<file path="config.mk">
export PLATFORM = sky130hd
export DESIGN_NAME = pclk_gate_bank
export DESIGN_NICKNAME = d
export VERILOG_FILES = /design/src/rtl/pclk_gate_bank.sv
export SDC_FILE = /design/constraint.sdc
export NUM_CORES = 1
export LEC_CHECK = 0
export ABC_AREA = 0
export BUFFER_PORTS_ARGS = -buffer_cell sky130_fd_sc_hd__buf_2
export CORE_MARGIN = 3
export CORE_UTILIZATION = 30
export CTS_BUF_LIST = sky130_fd_sc_hd__clkbuf_4 sky130_fd_sc_hd__clkbuf_8
export CTS_CLUSTER_DIAMETER = 100
export CTS_CLUSTER_SIZE = 10
export DETAILED_ROUTE_END_ITERATION = 8
export SYNTH_ARGS = -nofsm -noshare
export SYNTH_HDL_FRONTEND = slang
export SYNTH_SLANG_ARGS = --single-unit
</file>
<file path="constraint.sdc">
create_clock -name clk -period 1.5 [get_ports clk]
set_input_delay 0.15 -clock clk [delete_from_list [all_inputs] [get_ports clk]]
set_output_delay 0.15 -clock clk [all_outputs]
set_load 0.02 [all_outputs]
</file>
<file path="src/rtl/pclk_gate_bank.sv">
module pclk_gate_bank #(
  parameter int BANK_W  = 32,
  parameter int N_BANKS = 2,
  parameter int N_FIXED = 2,
  parameter int ADDR_W  = 8
) (
  input  logic                        clk,
  input  logic                        rst_n,
  input  logic [ADDR_W-1:0]           bus_addr,
  input  logic                        bus_we,
  input  logic [BANK_W-1:0]           bus_wdata,
  output logic [BANK_W-1:0]           bus_rdata,
  output logic [BANK_W*N_BANKS-1:0]   clk_en
);
  localparam int N_IDS = BANK_W * N_BANKS;
  localparam logic [N_IDS-1:0] FIXED = {{(N_IDS-N_FIXED){1'b0}}, {N_FIXED{1'b1}}};

  logic [N_IDS-1:0] en_q;

  for (genvar b = 0; b < N_BANKS; b++) begin : g_bank
    logic set_hit, clr_hit;
    logic [BANK_W-1:0] keep, nxt;
    assign set_hit = bus_we && bus_addr == ADDR_W'(b*16);
    assign clr_hit = bus_we && bus_addr == ADDR_W'(b*16 + 4);
    assign keep    = ~FIXED[b*BANK_W +: BANK_W];
    assign nxt     = set_hit ? (en_q[b*BANK_W +: BANK_W] |  bus_wdata) :
                     clr_hit ? (en_q[b*BANK_W +: BANK_W] & ~bus_wdata) :
                               en_q[b*BANK_W +: BANK_W];

    always_ff @(posedge clk or negedge rst_n) begin
      if (!rst_n) en_q[b*BANK_W +: BANK_W] <= '0;
      else        en_q[b*BANK_W +: BANK_W] <= nxt & keep;
    end
  end

  assign clk_en = en_q | FIXED;

  always_comb begin
    bus_rdata = '0;
    for (int b = 0; b < N_BANKS; b++)
      if (bus_addr == ADDR_W'(b*16 + 8)) bus_rdata = clk_en[b*BANK_W +: BANK_W];
  end
endmodule

</file>
== Yosys cells after proc, flatten, opt, wreduce, memory -nomap -nowiden ==
Cells that the tools add are included.

* Output and inout bits: 96
* Word-level logic and storage cells: 25
* Bits of input ports: 43
* Bits in registers: 62

* Reductions and logical operators: 7
* Bitwise operators: 5
* Multiplexer cells: 6
* Equal/unequal tests: 5

{| class="wikitable"
|+ Operators by type and width
! operator !! count
|-
| $mux 32 || 6
|-
| $and 32x32->32 || 2
|-
| $or 32x32->32 || 2
|-
| $not 32->32 || 1
|-
| $eq 8x5->1 const B || 3
|-
| $eq 8x3->1 const B || 1
|-
| $eq 8x4->1 const B || 1
|-
| $logic_not 8->1 || 1
|-
| $logic_and 1x1->1 || 4
|-
| $reduce_bool 2->1 || 2
|}

== Depth between registers and ports, before layout ==
Gate-level depths: netlist (run 1).

* Depth after elaboration: 4
* Mapped depth: 5
* Mapped depth without buffers: 3

== Worst setup path before layout (run 1) ==
OpenSTA, ideal clock, no wires.

* Path kind: input -> output
* Start point: input bus_addr[2]
* End point: output bus_rdata[10]
* Arrival: 1.251 ns
* Required time: 1.350 ns
* Buffers on the path: 2
* Slack: 0.099 ns
* Stages: 5
* Cell sequence: clkbuf_1 > nor4b_2 > nand2_1 > clkbuf_1 > nor2_1

* Word-level cells in the longest chain between the ends: 3
* Elaborated cells between the ends (all ways): 4
* Classes of those cells: 2 x eq/ne; 2 x mux

{| class="wikitable"
|+ RTL lines
! item !! line !! text
|-
| start, declared || 9 || <nowiki>input logic [ADDR_W-1:0] bus_addr,</nowiki>
|-
| $eq 8x4->1 || 41 || <nowiki>if (bus_addr == ADDR_W'(b*16 + 8)) bus_rdata = clk_en[b*BANK_W +: BANK_W];</nowiki>
|-
| $mux 32 || 41 ||
|-
| $mux 32 (*) || 41 ||
|-
| end, declared || 12 || <nowiki>output logic [BANK_W-1:0] bus_rdata,</nowiki>
|}

Every way passes the cells marked *; elsewhere a longest branch is shown, timed or not.

== Worst setup path after layout (run 1) ==
* Start point: input bus_addr[5]
* End point: output bus_rdata[14]

Same word-level chain as after synthesis.

==> results of run 1 <==
## synthesized netlist by cell type
| master | number |
|---|---|
| a21oi_1 | 2 |
| buf_2 | 9 |
| buf_4 | 2 |
| buf_6 | 9 |
| clkbuf_1 | 13 |
| clkbuf_2 | 1 |
| conb_1 | 1 |
| dfrtp_1 | 62 |
| inv_1 | 62 |
| mux2i_1 | 92 |
| nand2_1 | 1 |
| nand4_1 | 30 |
| nand4_2 | 2 |
| nand4b_1 | 30 |
| nor2_1 | 30 |
| nor3_2 | 1 |
| nor4b_2 | 1 |
| nor4b_4 | 1 |
## power groups by stage
stage / clock, W / combinational [W] / sequential (W)
CTS: 0.00140 / 0.000613 / 0.00182
finish: 0.00133 / 0.000602 / 0.00181
global route: 0.00147 / 0.000659 / 0.00183
detailed placement: 0 / 0.000611 / 0.00185
floorplan: 0 / 0.000248 / 0.00194
global placement: 0 / 0.000599 / 0.00184
## cells by family (layout without fill, tap and decap cells)
kind of cell | Yosys count | count (layout)
mux | 92 | 92
other cells | 1 | 2
buf+inv | 96 | 225
compound gates | 2 | 2
simple gates | 96 | 96
flops | 62 | 62
## path summary, 6_finish.rpt
path                                              end         start  slack (ns)
max                                     bus_rdata[14]   bus_addr[5]        0.19
min                                         flip-flop  bus_wdata[0]        0.12
max reg2reg                                 flip-flop     flip-flop        0.82
min reg2reg                                 flip-flop     flip-flop        0.54
max in group asynchronous  asynchronous set/reset pin         rst_n        0.85
min in group asynchronous  asynchronous set/reset pin         rst_n        0.37
## per-layer routing
metal,up-vias,wire [µm]
li1,1437,-
met1,1497,4200
met2,85,4620
met3,5,492
met4,0,56
met5,-,0
## area by class of cell
class / instances / area share
clock inverters: 4 / 0.00492
repair buffers: 147 / 0.187
multi-input cells: 192 / 0.346
flip-flops and latches: 62 / 0.339
well taps: 143 / 0.0391
inverters: 62 / 0.0508
clock buffers: 12 / 0.0333
## through the flow
| step | instances | util | hold slack [ns] | cell area, µm² |
|---|---|---|---|---|
| 2_1_floorplan | 350 | - | -0.146 | 3580 |
| 3_3_place_gp | 605 | 0.382 | 0.194 | 4390 |
| 3_5_place_dp | 605 | 0.382 | 0.199 | 4390 |
| 4_1_cts | 622 | 0.398 | 0.0916 | 4580 |
| 5_1_grt | 622 | 0.398 | 0.104 | 4580 |
| 6_report | 622 | 0.398 | 0.116 | 4580 |
## timing repair
action,in CTS,in global routing
hold buffers,1,0
hold endpoints to repair,62,0
resized for setup,0,0
## worst register-to-register path, delay by kind of cell, from the launching register on
| kind | cells | cell delay (ns) |
|---|---|---|
| muxes | 1 | 0.06 |
| buffers and inverters | 1 | 0.07 |
| DFF | 1 | 0.41 |
==> flow_summary.ini, run 1 <==
[status]
status = finished clean

[timing]
finClkSkew_ns = 0
setup_slack_ns = 0.190
slew_headroom = 0.576
fmax_mhz = 764
setup_tns_ns = 0
drv_slew = 0
tightest_slew_ns = 0.636
hold_viol_final = 0
rsz0062_at_grt = false
min_period_ns = 1.31
setup_viol = 0
period_share = 0.873

[worst_setup_path]
start_kind = primary input
slowest_delay_ns = 0.25
r2r_cells = 2
crit_family = simple AND/OR/NAND/NOR gates
crit_path_top_delay_cell = nor3_4
path_cells = buf_2 -> nor3_4 -> nand2_1 -> buf_12 -> nor2_1 -> buf_2
critical_path_buf_inv_count = 3
path_depth = 6
crit_required_ns = 1.35
arrival_ns = 1.16
cp_max_fo = 32
path_class = in2out
endpoint_kind = output pin
cp_common_cell = buf_2

[grt]
met1_usage = 0.177
antenna_found_initial = 0
grtUsageTotal = 0.141
busiest_layer = met2
grtUsageMet2 = 0.243
grt_pass1_wl_um = 15000
grtUsageMet3 = 0.0300
grt_max_degree = 63
overflow = 0
grt_pass1_vias = 2984

[floorplan]
row_count = 39
boundaryPins = 139
dieArea_mm2 = 0.0133
dieHeight_um = 115
coreArea_mm2 = 0.0115
die_x_um = 115
initial_utilization = 0.310

[clock_tree]
clk_latency_ns = 0.32
cts_buffer_depth = 2
cts_setup_buffers = 0
numCtsBuffers = 9
cts_sinks = 62
cts-root-buf = clkbuf_8
cts_tree = built
cts.reportedPaths.clkPinSlew_ns = 0.07
htree_levels = 3

[power]
power.internal_w = 0.00265
swShare = 0.294
p_total_w = 0.00375
pwr-share-clk = 0.356
power_frac_comb = 0.160
ir_drop_mv = 0.407
powerDensity_mw_per_mm2 = 819
seq_power_share = 0.484
total_leakage_power_nw = 2.78
switching_power_w = 0.00110

[yosys]
synth_top_family_by_area = multiplexers
synth_area_leaders = dfrtp_1, mux2i_1, nand4b_1
ys_types = 18
synthSimpleGateAreaFrac = 0.179
muxShareOfSynthArea = 0.258
synth_compound_area_frac = 0.00280
ys_ff_latch = 62
synth_top_cell_by_area = dfrtp_1
synth_fa_ha_area_frac = 0
synth_area_per_cell_um2 = 10.2
synth_area_mm2 = 0.00357
synth-xor-area-share = 0
synthCells = 349
yosysTopAreaCellShare = 0.434
seq_area_frac_synth = 0.434
yosysWarnings = 0

[run]
cap_violations = 0

[final_layout]
n_antenna_cell = 0
final_nets = 517
final_cell_mix = buf_2, mux2i_1, inv_1, dfrtp_1
drive_gt1_frac = 0.349
seq_area_mm2 = 0.00155
syn_to_final_growth_pct = 28.1
multiInputGateArea_mm2 = 0.00159
layout_commonest_cell = buf_2
nFillCells = 1175

[detailed_routing]
wl_per_cell_um = 15.1
final_antenna_net_count = 0
dr.first_iter.drc_count = 108
vias = 3024
wl_um = 9360
drc = 0
first_pass_iters = 6
viasPerCell = 4.86

[worst_hold_path]
min_path_cells = 3
hold_path.class = in2reg

[placed_design]
hpwl_um = 6310
portBuffers = 136
dp_worst_setup_slack_ns = 0.0897
place_congestion = 0.705
(Power assumes the default switching activity.)
==> inputs of run 2 (changes only) <==
Settings changed: CAP_MARGIN set to 20, CORE_MARGIN 3 to unset.
==> flow_summary.ini, run 2 (synthesized netlist as in run 1, its figures left out) <==
[floorplan]
coreArea_mm2 = 0.0115
dieArea_mm2 = 0.0124
initial_utilization = 0.310
dieHeight_um = 111
die_x_um = 111
boundaryPins = 139
row_count = 39

[final_layout]
instances_no_fill = 623
syn_to_final_growth_pct = 27.9
utilization = 0.397
nFillCells = 1181
seq_area_mm2 = 0.00155
layout_commonest_cell = buf_2
final_nets = 518
n_antenna_cell = 0
final_cell_mix = buf_2, mux2i_1, inv_1, dfrtp_1
multiInputGateArea_mm2 = 0.00159
stdcell_area_mm2 = 0.00457
drive_gt1_frac = 0.350

[timing]
slew_headroom = 0.565
rsz0062_at_grt = false
fmax_mhz = 761
setup_tns_ns = 0
tightest_slew_ns = 0.652
hold_viol_final = 0
setup_viol = 0
finClkSkew_ns = 0
drv_slew = 0
min_period_ns = 1.31
period_share = 0.876

[power]
power_frac_comb = 0.161
powerDensity_mw_per_mm2 = 813
ir_drop_mv = 0.395
total_leakage_power_nw = 2.77
pwr-share-clk = 0.351
swShare = 0.308
seq_power_share = 0.488
switching_power_w = 0.00115
power.internal_w = 0.00257

[placed_design]
portBuffers = 136
place_congestion = 0.676
hpwl_um = 5850
placed_cells = 606
placed_cell_area_mm2 = 0.00439

[detailed_routing]
dr.first_iter.drc_count = 158
first_pass_iters = 7
final_antenna_net_count = 0
drc = 16
viasPerCell = 4.86
vias = 3028
wl_per_cell_um = 14.5
wl_um = 9010

[clock_tree]
numCtsBuffers = 9
ctsHoldBuffers = 1
clk_latency_ns = 0.32
cts-root-buf = clkbuf_8
cts_buffer_depth = 2
post_cts_resize_count = 0
cts_tree = built
cts.reportedPaths.clkPinSlew_ns = 0.08
cts_setup_buffers = 0
cts_sinks = 62
htree_levels = 3

[worst_setup_path]
cp_max_fo = 21
crit_family = buffers and inverters
start_kind = primary input
crit_path_top_delay_cell = nor4b_2
arrival_ns = 1.16
critical_path_buf_inv_count = 3
path_class = in2out
cp_common_cell = buf_2
slowest_delay_ns = 0.24
crit_required_ns = 1.35
path_cells = buf_2 -> nor4b_2 -> nand2_1 -> buf_12 -> a21oi_1 -> buf_2
endpoint_kind = output pin

[grt]
antenna_found_initial = 0
grt_pass1_vias = 2960
grt_max_degree = 63
grt_pass1_wl_um = 14800
overflow = 0
grtUsageTotal = 0.147

[status]
status = finished with violations
failed_checks = design-rule violations

[worst_hold_path]
hold_path.class = in2reg

[run]
cap_violations = 0
-- run 2: cell types whose count changed in the layout (fill, tap and decap cells not counted), sizes merged --
cell,change
inv,+1
clkinvlp,+2
buf,+1
clkbuf,-3
-- run 2: stage by stage --
stage	hold WS, ns	setup slack [ns]	total power [W]
6_report	0.104	0.186	0.00372
5_1_grt	0.101	0.0611	0.00391
4_1_cts	0.0847	0.144	0.00380
3_5_place_dp	0.203	0.0910	0.00245
3_3_place_gp	0.192	0.139	0.00244
2_1_floorplan	-0.146	0.0987	0.00218
-- run 2: path summary, 6_finish.rpt --
check / slack [ns] / cells past startpoint / to / start
min reg2reg: 0.53 / 2 / flip-flop / flip-flop
max reg2reg: 0.81 / 2 / flip-flop / flip-flop
max: 0.19 / 6 / bus_rdata[1] / bus_addr[1]
max in group asynchronous: 0.84 / 3 / asynchronous set/reset pin / rst_n
min in group asynchronous: 0.37 / 3 / asynchronous set/reset pin / rst_n
min: 0.10 / 3 / flip-flop / bus_wdata[1]
-- run 2: routing by layer --
| metal | routed length, µm | vias up | global-route usage |
|---|---|---|---|
| met1 | 4130 | 1506 | 0.189 |
| li1 | - | 1435 | - |
| met5 | 0 | - | 0 |
| met2 | 4390 | 79 | 0.249 |
| met3 | 407 | 8 | 0.0273 |
| met4 | 86 | 0 | 0.0441 |
-- run 2: layout make-up --
class / count / area share
timing repair buffer: 148 / 0.186
inverter: 62 / 0.0509
sequential: 62 / 0.339
clock inverter: 7 / 0.0109
multi-input combinational: 192 / 0.347
tap: 143 / 0.0391
clock buffer: 9 / 0.0271
-- run 2: tightest hold or removal path, stage by stage --
cell	delay, ns
buf_2	0.10
nand4_2	0.08
mux2i_1	0.06
-- run 2: power groups by stage --
stage | Clock [W] | Combinational (W) | Sequential, W
3_5_place_dp | 0 | 0.000604 | 0.00185
3_3_place_gp | 0 | 0.000594 | 0.00184
6_report | 0.00131 | 0.000598 | 0.00181
4_1_cts | 0.00138 | 0.000608 | 0.00181
5_1_grt | 0.00144 | 0.000654 | 0.00182
2_1_floorplan | 0 | 0.000248 | 0.00194
